$ cat src/rtl/classRouterPkg.sv
package classRouterPkg;
  localparam int NUM_PORTS = 3;
  localparam int PORT_NIC  = 0;
  localparam int PORT_CFG  = 1;
  localparam int PORT_CPU  = 2;

  // strobes from control to datapath
  typedef struct packed {
    logic [NUM_PORTS-1:0] portHot;
  } routeCtrl_t;
endpackage

$ cat src/rtl/routerCtrl.sv
module routerCtrl
  import classRouterPkg::*;
#(
  parameter int CLASS_W = 3,
  parameter logic [CLASS_W-1:0] NIC_CLASS = 7,
  parameter logic [CLASS_W-1:0] CFG_CLASS = 5,
  parameter logic [CLASS_W-1:0] CPU_CLASS = 0
) (
  input  logic               clk,
  input  logic               rstN,
  input  logic [CLASS_W-1:0] inClass,
  input  logic               beatDone,
  input  logic               beatLast,
  output routeCtrl_t         ctrl
);
  logic                 inFrame;
  logic [NUM_PORTS-1:0] heldHot;
  logic [NUM_PORTS-1:0] newHot;

  // tag decode; NIC class and all unassigned classes go to the host port
  always_comb begin
    newHot = '0;
    if (inClass == CFG_CLASS)      newHot[PORT_CFG] = 1'b1;
    else if (inClass == CPU_CLASS) newHot[PORT_CPU] = 1'b1;
    else                           newHot[PORT_NIC] = 1'b1;
  end

  assign ctrl.portHot = inFrame ? heldHot : newHot;

  always_ff @(posedge clk) begin
    if (!rstN) begin
      inFrame <= 1'b0;
      heldHot <= '0;
    end else if (beatDone) begin
      inFrame <= !beatLast;
      if (!inFrame) heldHot <= newHot;
    end
  end
endmodule

$ cat src/rtl/routerData.sv
module routerData
  import classRouterPkg::*;
#(
  parameter int DATA_W = 16
) (
  input  routeCtrl_t                  ctrl,
  input  logic                        inValid,
  output logic                        inReady,
  input  logic [DATA_W-1:0]           inData,
  input  logic                        inLast,
  output logic [NUM_PORTS-1:0]        outValid,
  input  logic [NUM_PORTS-1:0]        outReady,
  output logic [NUM_PORTS*DATA_W-1:0] outData,
  output logic [NUM_PORTS-1:0]        outLast,
  output logic                        beatDone,
  output logic                        beatLast
);
  for (genvar p = 0; p < NUM_PORTS; p++) begin : g_port
    assign outValid[p]                  = inValid & ctrl.portHot[p];
    assign outLast[p]                   = inLast & ctrl.portHot[p];
    assign outData[p*DATA_W +: DATA_W]  = inData;
  end

  assign inReady  = |(ctrl.portHot & outReady);
  assign beatDone = inValid & inReady;
  assign beatLast = inLast;
endmodule

$ cat src/rtl/classRouter.sv
module classRouter
  import classRouterPkg::*;
#(
  parameter int DATA_W  = 16,
  parameter int CLASS_W = 3,
  parameter logic [CLASS_W-1:0] NIC_CLASS = 7,
  parameter logic [CLASS_W-1:0] CFG_CLASS = 5,
  parameter logic [CLASS_W-1:0] CPU_CLASS = 0
) (
  input  logic                     clk,
  input  logic                     rstN,
  input  logic                     inValid,
  output logic                     inReady,
  input  logic [DATA_W-1:0]        inData,
  input  logic                     inLast,
  input  logic [CLASS_W-1:0]       inClass,
  output logic [2:0]               outValid,
  input  logic [2:0]               outReady,
  output logic [3*DATA_W-1:0]      outData,
  output logic [2:0]               outLast
);
  routeCtrl_t ctrl;
  logic beatDone;
  logic beatLast;

  routerCtrl #(
    .CLASS_W(CLASS_W), .NIC_CLASS(NIC_CLASS),
    .CFG_CLASS(CFG_CLASS), .CPU_CLASS(CPU_CLASS)
  ) i_ctrl (
    .clk(clk), .rstN(rstN), .inClass(inClass),
    .beatDone(beatDone), .beatLast(beatLast), .ctrl(ctrl)
  );

  routerData #(.DATA_W(DATA_W)) i_data (
    .ctrl(ctrl), .inValid(inValid), .inReady(inReady),
    .inData(inData), .inLast(inLast),
    .outValid(outValid), .outReady(outReady),
    .outData(outData), .outLast(outLast),
    .beatDone(beatDone), .beatLast(beatLast)
  );
endmodule

$ cat config.mk
export PLATFORM = sky130hd
export DESIGN_NAME = classRouter
export DESIGN_NICKNAME = d
export VERILOG_FILES = /design/src/rtl/classRouterPkg.sv /design/src/rtl/routerCtrl.sv /design/src/rtl/routerData.sv /design/src/rtl/classRouter.sv
export SDC_FILE = /design/constraint.sdc
export NUM_CORES = 1
export LEC_CHECK = 0
export BUFFER_PORTS_ARGS = -buffer_cell sky130_fd_sc_hd__buf_4
export CORE_ASPECT_RATIO = 0.75
export CORE_MARGIN = 1.5
export CORE_UTILIZATION = 31
export CTS_BUF_LIST = sky130_fd_sc_hd__clkbuf_4 sky130_fd_sc_hd__clkbuf_8
export DETAILED_ROUTE_END_ITERATION = 10
export MAX_ROUTING_LAYER = met4
export PLACE_DENSITY_LB_ADDON = 0.3
export SKIP_LAST_GASP = 1
export SLEW_MARGIN = 30
export SYNTH_ARGS = -nofsm -noshare
export SYNTH_HDL_FRONTEND = slang
export SYNTH_SLANG_ARGS = --single-unit
export TNS_END_PERCENT = 5
$ cat constraint.sdc
create_clock -name clk -period 1.8 [get_ports clk]
set_input_delay 0.09 -clock clk [delete_from_list [all_inputs] [get_ports clk]]
set_output_delay 0.09 -clock clk [all_outputs]
set_load 0.01 [all_outputs]
==> results.txt <==
----------------------------------------------------
[Worst hold path]
  Hold Path Origin ... inLast
  Worst hold path type ... primary input to flop
  Worst Hold End ... i_ctrl.inFrame$_SDFFE_PN0P_
  Depth of the worst hold-timing path ... 3

[Setup path]
  Slowest cell on crit path ... nor4_1
  Top cell family by delay on the critical path ... simple AND/OR/NAND/NOR gates
  WS Path Type ... flop to primary output
  Startpoint kind of the worst setup timing path ... flop
  CP cell instances ... nor4_1, or2_1, a22oi_1, nand2_1, buf_4
  Critical path buffers and inverters ... 1
  Worst R2R Setup Slack ... 370 ps
  Crit Reg-Reg Startpoint ... i_ctrl.inFrame$_SDFFE_PN0P_
  Largest stage delay on the critical path ... 410 ps
  Number of cells on the worst reg-to-reg path ... 4
  R2R Path End ... i_ctrl.heldHot[0]$_SDFFE_PN0P_
  Signal arrival time at the worst endpoint ... 1490 ps
  Worst-path fanout max ... 7
  CP Capture Type ... primary output
  Critical Path RT ... 1710 ps

[STA]
  Post-Route Skew ... 8.36 ps
  Worst slew margin relative to its limit ... 74.7%
  Unrepaired setup endpoints after global routing ... no
  Count of endpoints failing hold in the final timing report ... 0
  Highest achievable clock rate ... 0.632 GHz
  Period minus WS final ... 1580 ps
  Final setup violation count ... 0
  Ratio of final minimum period to clock period ... 87.9%
  Worst slew pin tran ... 377 ps
  WHS ... 143 ps
  Post-route setup TNS ... 0 ps
  Count of final max-slew check failures ... 0

[Floorplan]
  Die ar. ... 2470 um2
  Standard-cell rows ... 14
  Die Width ... 56.9 um
  DIE HEIGHT ... 43.4 um
  Area of the core ... 2030 um2
  Effective utilization at floorplan ... 33.3%
  IO Count ... 81

[Clock tree]
  Number of levels the H-tree was split into ... 1
  Buffers inserted during post-CTS setup optimization ... 0
  TritonCTS clock tree ... yes
  Clock insertion delay at the later pin of the skew report ... 240 ps
  Count of hold-fix buffers inserted at cts ... 0
  CTS clk-pin slew, worst paths ... 40 ps
  Number of gates resized after cts ... 0
  Number of buffers on the longest clock path ... 2
  Clock buffers created by TritonCTS ... 3
  CTS root buffer ... clkbuf_4
  Clk sinks ... 4

[Logic synthesis]
  Yosys reg bits ... 4
  Mean instance size in the synthesized netlist ... 7.77 um2
  Total of warnings raised by yosys ... 0
  Sequential area share after synthesis ... 11.9%
  FFs w/ async S/R, synth ... 0%
  Number of distinct standard cells referenced by the synthesized netlist ... 19
  Netlist area before placement ... 676 um2
  Number of standard cells after synthesis ... 87
  Post-synth EDFFs ... 0
  Main synth FF type ... dfxtp_1
  Post-Syn Nets ... 113

[Power]
  Net switching fraction of the power ... 28.6%
  Part of the total power dissipated in sequential elements ... 32.6%
  Power per cell area ... 621 nW/um2
  Net switching component of the power ... 86.8 uW
  Leakage power of the design ... 0.000221 uW
  Combinational share of power ... 29.6%
  Clk pwr share ... 37.8%
  Internal cell power ... 216 uW
  Peak supply drop ... 0.246 mV

[Route]
  Via total after detailed routing ... 351
  Wire length after detailed routing ... 919 um
  Routed wire per std cell ... 11.2 um
  Vias/cell ... 4.28
  ANT nets after route ... 0
  1st-iter DRT viols ... 3
  DRC violations left ... 0
  Drt pass-1 iters ... 4

[Place]
  Final estimated routing congestion in global placement ... 0.753
  Number of I/O port buffers ... 16
  Placed cell area ... 465 um2
  Post-detail-place hpwl ... 724 um
  Number of placed instances with taps included ... 79

[GRT]
  Wire length of the first global-routing pass ... 1.37 mm
  Grt total ovfl ... 0
  Global-route usage over all layers ... 7.73%
  Largest net degree at the start of global routing ... 9
  Antenna violations before repair ... 0
  Number of global-route vias before repair ... 351

[Finish]
  Ant diodes ... 0
  Layout cell share with drive strength beyond 1 ... 36.2%
  Final-stage net count ... 86
  Non-filler instance count after layout ... 82
  Layout Area Growth over Synthesis ... -27.8%
  Post-Layout Inst Area ... 488 um2

[Job]
  Number of maximum-capacitance violations ... 0

[Status]
  Status ... finished clean

----------------------------------------------------
layout by cell type, fill, tap and decap left out:
cell,count
nand2b_1,1
a21oi_1,1
a22oi_1,1
nand2_1,9
buf_4,16
inv_1,2
o221ai_4,1
a32o_2,1
a211o_1,1
a32oi_1,1
dfxtp_1,4
nor2_1,2
clkbuf_4,3
o211ai_1,1
nor2b_1,1
and2_1,6
or2_1,1
nor4_1,1
xnor2_1,1
mux2i_1,4
cell type report:
class | count | area [um2]
fillers | 232 | 1540
multi-input cells | 33 | 228
repair buffers | 16 | 120
flip-flops and latches | 4 | 80.1
well taps | 24 | 30.0
clock buffers | 3 | 22.5
inverters | 2 | 7.51
worst max path at each step:
stage          slack, ps                        start  cells past startpoint                             end
4_1_cts              210  i_ctrl.inFrame$_SDFFE_PN0P_                      5                         inReady
2_1_floorplan        490  i_ctrl.inFrame$_SDFFE_PN0P_                      4  i_ctrl.heldHot[0]$_SDFFE_PN0P_
3_5_place_dp         390  i_ctrl.inFrame$_SDFFE_PN0P_                      4  i_ctrl.heldHot[0]$_SDFFE_PN0P_
3_3_place_gp         410  i_ctrl.inFrame$_SDFFE_PN0P_                      4  i_ctrl.heldHot[0]$_SDFFE_PN0P_
5_1_grt              110  i_ctrl.inFrame$_SDFFE_PN0P_                      5                         inReady
6_report             220  i_ctrl.inFrame$_SDFFE_PN0P_                      5                         inReady
cells in the mapped netlist, types with 2 or more instances:
| cell | number | share of area [%] |
|---|---|---|
| inv_1 | 2 | 1.1 |
| nand2_1 | 9 | 5.0 |
| dfxtp_1 | 4 | 12 |
| buf_4 | 48 | 53 |
| mux2i_1 | 4 | 5.9 |
| nor2_1 | 2 | 1.1 |
| and2_1 | 6 | 5.6 |
worst register-to-register path: stages, from the launching register on:
cell	delay (ps)
dfxtp_1	410
nor2_1	120
a211o_1	350
o221ai_4	270
mux2i_1	210
stage by stage:
step / utilization, % / total power (uW) / setup WS (ps)
after floorplan: - / 256 / 493
after global placement: 22.9 / 191 / 413
after detailed placement: 22.9 / 190 / 385
after CTS: 24.0 / 312 / 206
after global routing: 24.0 / 319 / 110
final: 24.0 / 303 / 219
flip-flops by register name, indices dropped and copies added (netlist names):
register / flops
i_ctrl.inFrame: 1
i_ctrl.heldHot: 3
power groups by stage:
stage / clock (uW) / sequential (uW) / combinational, uW
3_5_place_dp: 0 / 100 / 90.4
6_report: 115 / 98.8 / 89.7
3_3_place_gp: 0 / 99.8 / 91.2
2_1_floorplan: 0 / 98.5 / 157
5_1_grt: 123 / 99.1 / 96.5
4_1_cts: 123 / 98.6 / 90.7
cell families (layout without fill, tap and decap cells):
kind of cell,count (synthesis),count (layout),share of synthesized area (%)
compound gates,7,7,11.1
mux,4,4,5.93
buf+inv,50,21,54.4
xor+xnor,1,1,1.30
simple gates,21,21,15.4
flops,4,4,11.9
per-layer routing:
| metal | vias to the layer above | part of all wire (%) | global-route usage [%] |
|---|---|---|---|
| met5 | - | 0 | - |
| met4 | 0 | 0.54 | 5.58 |
| met3 | 2 | 10 | 4.78 |
| met2 | 14 | 51 | 11.7 |
| met1 | 157 | 38 | 7.21 |
| li1 | 178 | - | - |
(Power assumes the default switching activity.)
